--- src/rtl/wdog_pkg.sv ---
package wdog_pkg;

    // word indices (byte address / 4)
    localparam int IDX_CTRL_A = 0;
    localparam int IDX_CTRL_B = 1;
    localparam int IDX_TBASE  = 2;

    // bit positions in control word A
    localparam int BIT_EN_A   = 0;
    localparam int BIT_WARN   = 1;
    localparam int BIT_CAUSE  = 2;
    localparam int BIT_EN_B_M = 3;

    // bit position in control word B
    localparam int BIT_EN_B   = 0;

    typedef enum logic [1:0] {
        ST_IDLE = 2'd0,
        ST_RUN  = 2'd1,
        ST_BITE = 2'd2
    } wdog_state_t;

endpackage

--- src/rtl/wdog_timebase.sv ---
module wdog_timebase #(
    parameter int TB_W = 32
) (
    input  logic            clk_i,
    input  logic            rst_ni,
    input  logic            arm_i,
    output logic [TB_W-1:0] count_o
);

    logic [TB_W-1:0] tb_q;

    always_ff @(posedge clk_i or negedge rst_ni) begin
        if (!rst_ni)    tb_q <= '0;
        else if (arm_i) tb_q <= '0;
        else            tb_q <= tb_q + TB_W'(1);
    end

    assign count_o = tb_q;

    assert_tb_incr_R4: assert property (@(posedge clk_i) disable iff (!rst_ni)
        !arm_i |=> (tb_q == $past(tb_q) + TB_W'(1)));

    assert_tb_clear_R5: assert property (@(posedge clk_i) disable iff (!rst_ni)
        arm_i |=> (tb_q == '0));

endmodule

--- src/rtl/wdog_fsm.sv ---
module wdog_fsm
    import wdog_pkg::*;
#(
    parameter int WDT_EXP = 16
) (
    input  logic clk_i,
    input  logic rst_ni,
    input  logic run_i,
    input  logic warn_clr_i,
    input  logic cause_clr_i,
    output logic warn_o,
    output logic cause_o,
    output logic bite_o
);

    localparam logic [WDT_EXP-1:0] CNT_LAST = '1;

    wdog_state_t state_q, state_d;
    logic [WDT_EXP-1:0] cnt_q;
    logic warn_q, cause_q;
    logic expire;

    // interval end; a simultaneous kick takes precedence
    assign expire = run_i && (cnt_q == CNT_LAST) && !warn_clr_i;

    always_comb begin
        state_d = state_q;
        unique case (state_q)
            ST_IDLE: if (run_i) state_d = ST_RUN;
            ST_RUN: begin
                if (!run_i)                 state_d = ST_IDLE;
                else if (expire && warn_q)  state_d = ST_BITE;
            end
            ST_BITE: state_d = run_i ? ST_RUN : ST_IDLE;
            default: state_d = ST_IDLE;
        endcase
    end

    always_ff @(posedge clk_i or negedge rst_ni) begin
        if (!rst_ni) state_q <= ST_IDLE;
        else         state_q <= state_d;
    end

    always_ff @(posedge clk_i or negedge rst_ni) begin
        if (!rst_ni) begin
            cnt_q   <= '0;
            warn_q  <= 1'b0;
            cause_q <= 1'b0;
        end else begin
            if (!run_i || warn_clr_i) cnt_q <= '0;
            else                      cnt_q <= cnt_q + WDT_EXP'(1);

            if (warn_clr_i)  warn_q <= 1'b0;
            else if (expire) warn_q <= 1'b1;

            if (cause_clr_i)            cause_q <= 1'b0;
            else if (expire && warn_q)  cause_q <= 1'b1;
        end
    end

    always_comb begin
        warn_o  = warn_q;
        cause_o = cause_q;
        bite_o  = (state_q == ST_BITE);
    end

    assert_bite_single_R7: assert property (@(posedge clk_i) disable iff (!rst_ni)
        bite_o |=> !bite_o);

    assert_bite_after_warn_R7: assert property (@(posedge clk_i) disable iff (!rst_ni)
        $rose(bite_o) |-> $past(warn_q));

    assert_cause_sticky_R7: assert property (@(posedge clk_i) disable iff (!rst_ni)
        (cause_q && !cause_clr_i) |=> cause_q);

    assert_idle_no_bite_R2: assert property (@(posedge clk_i) disable iff (!rst_ni)
        !run_i |=> !bite_o);

endmodule

--- src/rtl/wdog_regfile.sv ---
module wdog_regfile
    import wdog_pkg::*;
#(
    parameter int ADDR_W     = 4,
    parameter int DATA_W     = 32,
    parameter int TB_W       = 32,
    parameter bit ALLOW_STOP = 1'b1
) (
    input  logic              clk_i,
    input  logic              rst_ni,
    input  logic [ADDR_W-1:0] addr_i,
    input  logic              wr_en_i,
    input  logic [DATA_W-1:0] wr_data_i,
    input  logic              rd_en_i,
    output logic [DATA_W-1:0] rd_data_o,
    input  logic              warn_i,
    input  logic              cause_i,
    input  logic [TB_W-1:0]   tb_i,
    output logic              run_o,
    output logic              arm_o,
    output logic              warn_clr_o,
    output logic              cause_clr_o
);

    localparam int IDX_W = ADDR_W - 2;

    logic [IDX_W-1:0] word;
    logic wr_a, wr_b, locked;
    logic en_a_q, en_b_q, en_a_d, en_b_d;
    logic [DATA_W-1:0] rd_q, rd_d;
    logic unused_bits;

    assign word        = addr_i[ADDR_W-1:2];
    assign unused_bits = ^{addr_i[1:0], wr_data_i[DATA_W-1:3]};
    assign wr_a        = wr_en_i && (word == IDX_W'(IDX_CTRL_A));
    assign wr_b        = wr_en_i && (word == IDX_W'(IDX_CTRL_B));

    generate
        if (ALLOW_STOP) begin : g_free
            assign locked = 1'b0;
        end else begin : g_lock
            assign locked = en_a_q && en_b_q;
            assert_lock_hold_R10: assert property (@(posedge clk_i) disable iff (!rst_ni)
                (en_a_q && en_b_q) |=> (en_a_q && en_b_q));
        end
    endgenerate

    always_comb begin
        en_a_d = en_a_q;
        en_b_d = en_b_q;
        if (wr_a) en_a_d = locked ? 1'b1 : wr_data_i[BIT_EN_A];
        if (wr_b) en_b_d = locked ? 1'b1 : wr_data_i[BIT_EN_B];
    end

    always_ff @(posedge clk_i or negedge rst_ni) begin
        if (!rst_ni) begin
            en_a_q <= 1'b0;
            en_b_q <= 1'b0;
        end else begin
            en_a_q <= en_a_d;
            en_b_q <= en_b_d;
        end
    end

    assign run_o       = en_a_q && en_b_q;
    assign arm_o       = !run_o && en_a_d && en_b_d;
    assign warn_clr_o  = wr_a && wr_data_i[BIT_WARN];
    assign cause_clr_o = wr_a && wr_data_i[BIT_CAUSE];

    always_comb begin
        rd_d = '0;
        if (word == IDX_W'(IDX_CTRL_A)) begin
            rd_d[BIT_EN_A]   = en_a_q;
            rd_d[BIT_WARN]   = warn_i;
            rd_d[BIT_CAUSE]  = cause_i;
            rd_d[BIT_EN_B_M] = en_b_q;
        end else if (word == IDX_W'(IDX_CTRL_B)) begin
            rd_d[BIT_EN_B]   = en_b_q;
        end else if (word == IDX_W'(IDX_TBASE)) begin
            rd_d[TB_W-1:0]   = tb_i;
        end
    end

    always_ff @(posedge clk_i or negedge rst_ni) begin
        if (!rst_ni)      rd_q <= '0;
        else if (rd_en_i) rd_q <= rd_d;
    end

    assign rd_data_o = rd_q;

    assert_rd_hold_R11: assert property (@(posedge clk_i) disable iff (!rst_ni)
        !rd_en_i |=> $stable(rd_data_o));

endmodule

--- src/rtl/wdog_top.sv ---
module wdog_top #(
    parameter int ADDR_W     = 4,
    parameter int DATA_W     = 32,
    parameter int TB_W       = 32,
    parameter int WDT_EXP    = 16,
    parameter bit ALLOW_STOP = 1'b1
) (
    input  logic              clk_i,
    input  logic              rst_ni,
    input  logic [ADDR_W-1:0] addr_i,
    input  logic              wr_en_i,
    input  logic [DATA_W-1:0] wr_data_i,
    input  logic              rd_en_i,
    output logic [DATA_W-1:0] rd_data_o,
    output logic              irq_o,
    output logic              wdog_rst_o
);

    logic run, arm, warn_clr, cause_clr, warn, cause, bite;
    logic [TB_W-1:0] tb_count;

    wdog_regfile #(
        .ADDR_W(ADDR_W), .DATA_W(DATA_W), .TB_W(TB_W), .ALLOW_STOP(ALLOW_STOP)
    ) u_regs (
        .clk_i(clk_i), .rst_ni(rst_ni), .addr_i(addr_i), .wr_en_i(wr_en_i),
        .wr_data_i(wr_data_i), .rd_en_i(rd_en_i), .rd_data_o(rd_data_o),
        .warn_i(warn), .cause_i(cause), .tb_i(tb_count), .run_o(run),
        .arm_o(arm), .warn_clr_o(warn_clr), .cause_clr_o(cause_clr)
    );

    wdog_timebase #(.TB_W(TB_W)) u_tbase (
        .clk_i(clk_i), .rst_ni(rst_ni), .arm_i(arm), .count_o(tb_count)
    );

    wdog_fsm #(.WDT_EXP(WDT_EXP)) u_fsm (
        .clk_i(clk_i), .rst_ni(rst_ni), .run_i(run), .warn_clr_i(warn_clr),
        .cause_clr_i(cause_clr), .warn_o(warn), .cause_o(cause), .bite_o(bite)
    );

    assign irq_o      = warn;
    assign wdog_rst_o = bite;

    assert_irq_tracks_warn_R6: assert property (@(posedge clk_i) disable iff (!rst_ni)
        (wr_en_i && addr_i == ADDR_W'(0) && wr_data_i[1]) |=> !irq_o);

endmodule

--- config.mk ---
export PLATFORM = sky130hd
export DESIGN_NAME = wdog_top
export DESIGN_NICKNAME = d
export VERILOG_FILES = /design/src/rtl/wdog_pkg.sv /design/src/rtl/wdog_timebase.sv /design/src/rtl/wdog_fsm.sv /design/src/rtl/wdog_regfile.sv /design/src/rtl/wdog_top.sv
export SDC_FILE = /design/constraint.sdc
export NUM_CORES = 1
export LEC_CHECK = 0
export ABC_AREA = 0
export BUFFER_PORTS_ARGS = -buffer_cell sky130_fd_sc_hd__clkbuf_2
export CAP_MARGIN = 15
export CORE_ASPECT_RATIO = 0.5
export CORE_MARGIN = 5
export CORE_UTILIZATION = 50
export DETAILED_ROUTE_END_ITERATION = 8
export HOLD_SLACK_MARGIN = 0.05
export PLACE_DENSITY_LB_ADDON = 0.3
export SETUP_SLACK_MARGIN = 0.5
export SLEW_MARGIN = 20
export SYNTH_ARGS = -nofsm -noshare
export SYNTH_HDL_FRONTEND = slang
export SYNTH_HIERARCHICAL = 1
export SYNTH_SLANG_ARGS = --single-unit
--- constraint.sdc ---
create_clock -name clk_i -period 1.8 [get_ports clk_i]
set_input_delay 0.45 -clock clk_i [delete_from_list [all_inputs] [get_ports clk_i]]
set_output_delay 0.45 -clock clk_i [all_outputs]
set_load 0.03 [all_outputs]
==> flow_summary.yaml <==
run_status:
  outcome: "finished, violations left"
  violations: "setup timing"
floorplan:
  die_area_um2: 9936
  rows: 23
  start_util_pct: 50.57
  dieHeight_um: 73.03
  coreArea_um2: 7856
  die_x_um: 136.1
  ioPinCount: 74
logic_synthesis:
  synth.most_common_cell: "dfrtp_1"
  synth_seq_cells: 86
  synthSimpleGateAreaFrac_pct: 21.13
  ys_seq_area_share_pct: 54.17
  syn-cell-area_um2: 3973
  synth_edf_count: 0
  yosys_most_used_dff: "dfrtp_1"
  async_flop_share_pct: 100.0
  synthXorXnorAreaFrac_pct: 3.307
  syn-num-nets: 401
  yosys.area.top_type: "dfrtp_1"
  synth_mux_area_share_pct: 2.583
  synth_compound_area_share_pct: 15.28
  synth_top_family_by_area: "simple AND/OR/NAND/NOR gates"
  yosysTopAreaCellShare_pct: 54.17
  ys_warn_count: 6
  syn_area_per_cell_um2: 11.07
  synth_cell_types: 48
  synth_fa_ha_area_share_pct: 0.6299
  synth_common_cells: "dfrtp_1, a22o_1, a21oi_1"
  ys_top_cells_by_area: "dfrtp_1, a22o_1, a21oi_1"
  syn_inst: 359
routing:
  drc_errors: 0
  wirelength_um: 14720
  post_drt_via_cell_ratio: 6.250
  wl_per_cell_um: 22.68
  drt_iter0_drc: 500
  dr.pass1.iters: 5
  vias: 4056
  antenna_left: 0
pwr:
  power_leakage_nw: 2.961
  power.density_nw_per_um2: 1008
  power.total_mw: 6.684
  ir_worst_vdd_uv: 692.1
global_routing:
  grt_overflow: 0
  grt_start_max_net_pins: 37
  grt_pass1_wl_um: 19260
  grt_pass1_vias: 3855
  grtUsageTotal_pct: 25.39
  antenna_found_initial: 0
setup_path:
  r2r-start: "u_tbase/count_o[0]"
  crit_slowest_cell: "dfrtp_1"
  r2r_end: "u_tbase/count_o[16]"
  rr_worst_depth: 6
  required_ns: 2.06
  cp_max_fo: 10
  critPathCaptureType: "register"
  crit_path_start_kind: "register"
  critPathMaxStageDelay_ns: 0.43
  arrival_ns: 2.08
  critical_path.cell_chain: "ha_2 -> and4_4 -> nand4_1 -> buf_6 -> or3_1 -> a21oi_1"
  path_class: "reg -> reg"
  ff2ff_setup_slack_ns: -0.02
timing:
  worst_slack_ns: -0.01927
  min_period_over_period_pct: 101.1
  rsz0062_at_grt: "true"
  final.min_clock_period_ns: 1.819
  drv_slew: 0
  max_freq_mhz: 549.7
  slew_headroom_pct: 70.34
  setup_violations: 2
  hold_viol_final: 0
  skew_ns: 0.006951
  holdWs_ns: 0.3773
  tns_ns: -0.02052
  tightest_slew_ns: 0.4400
min_path:
  hold_end: "u_regs/en_b_q"
  worstHoldStart: "wr_data_i[0]"
  min_path_type: "in -> reg"
  hold_depth: 2
clocking:
  clk_pin_slew_ns: 0.06
  cts_tree: "done"
  clk_latency_ns: 0.35
  cts_root_buf: "clkbuf_16"
  h-tree-depth: 3
  cts_buffer_depth: 2
  cts_num_sinks: 86
  cts_made_buffers: 9
placement:
  place_area_um2: 4642
  routabilityCongestion: 0.8549
  hpwl_um: 6184
  portBuffers: 42
layout:
  design_area_um2: 6634
  fillers: 361
  drive_gt1_share_pct: 53.82
  area_growth_pct: 66.99
  diodes: 0
  multiInputGateArea_um2: 2206
  final_net_count: 574
  seqCellArea_um2: 2165
job:
  maxCapViolations: 0
==> repair_timing <==
item / 4_1_cts / 5_1_grt
buffers inserted: 75 / 20
cloned: 4 / 2
resized for setup: 124 / 91
hold buffers: 1 / 0
hold endpoints to repair: 23 / 0
endpoints found under the setup margin: 79 / 113
pin swaps: 37 / 30
==> registers in the layout, summed over array words and instances (netlist names) <==
name,flops
u_fsm/cause_o,1
u_fsm/cnt_q,16
u_fsm/state_q,2
u_fsm/warn_o,1
u_regs/en_a_q,1
u_regs/en_b_q,1
u_regs/rd_data_o,32
u_tbase/count_o,32
==> layout by cell type, fill, tap and decap left out, types with 7 or more instances in the layout <==
cell       synthesis  routed
buf_6              1      20
nand4_1           12      12
a21oi_2            0      18
or4_4              2       9
or3_1             12       8
o21ai_0           11       9
a22o_1            28      28
nand2_1           21      18
mux2i_1            8       8
buf_8              2      33
nand3_1           16      11
dfrtp_2            0      10
clkbuf_16          0       9
o31ai_1           10       8
clkbuf_2           0       7
nor2_1            19      11
buf_4              1     105
dfrtp_1           86      76
==> cell type report <==
| cell class | count | area share, % |
|---|---|---|
| inverter | 5 | 0.3395 |
| multi-input combinational | 253 | 33.25 |
| sequential | 86 | 32.63 |
| tap | 112 | 2.112 |
| timing repair inverter | 1 | 0.1132 |
| timing repair buffer | 176 | 26.56 |
| clock inverter | 7 | 1.603 |
| clock buffer | 9 | 3.395 |
==> stage by stage <==
stage | cells | setup WS (ns) | utilization (%)
after floorplan | 359 | 0.1003 | -
after global placement | 531 | 0.08111 | 59.09
after detailed placement | 531 | 0.03813 | 59.09
after CTS | 627 | 0.08346 | 78.60
after global routing | 649 | -0.09228 | 84.44
final | 649 | -0.01927 | 84.44
==> metal layers <==
metal	global-route usage [%]	vias to the layer above	routed length, um
li1	-	1708	-
met1	29.13	2012	5449
met2	45.75	258	7304
met3	6.061	78	1167
met4	11.51	0	796
met5	0	-	0
==> kinds of logic after synthesis <==
kind of cell	after synthesis
flip-flops	86
XOR/XNOR	15
AO/OA/AOI/OAI	86
buffers and inverters	21
adder cells (fa/ha/maj)	2
AND/OR/NAND/NOR	139
multiplexers	10
==> worst max path at each step <==
stage | start | to | slack, ns
CTS | u_tbase/count_o[8] | u_tbase/count_o[25] | 0.08
floorplan | u_tbase/count_o[6] | u_tbase/count_o[29] | 0.10
global route | u_tbase/count_o[0] | u_tbase/count_o[16] | -0.09
finish | u_tbase/count_o[0] | u_tbase/count_o[16] | -0.02
detailed placement | u_tbase/count_o[8] | u_tbase/count_o[21] | 0.04
global placement | u_tbase/count_o[4] | u_tbase/count_o[19] | 0.08
==> critical path: cells and delay by family (launching register included) <==
kind	cells	cell delay, ns
simple gates	3	0.71
flops	1	0.43
fa+ha+maj	1	0.23
compound gates	1	0.21
buf+inv	1	0.16
==> report_power, final <==
part	leakage (nW)	total (mW)	internal, mW	switching [mW]
Sequential	1.13	2.55	2.23	0.319
Combinational	1.66	2.06	1.03	1.03
Clock	0.162	2.07	1.24	0.836
No activity file was read; power rests on OpenSTA's default activity.
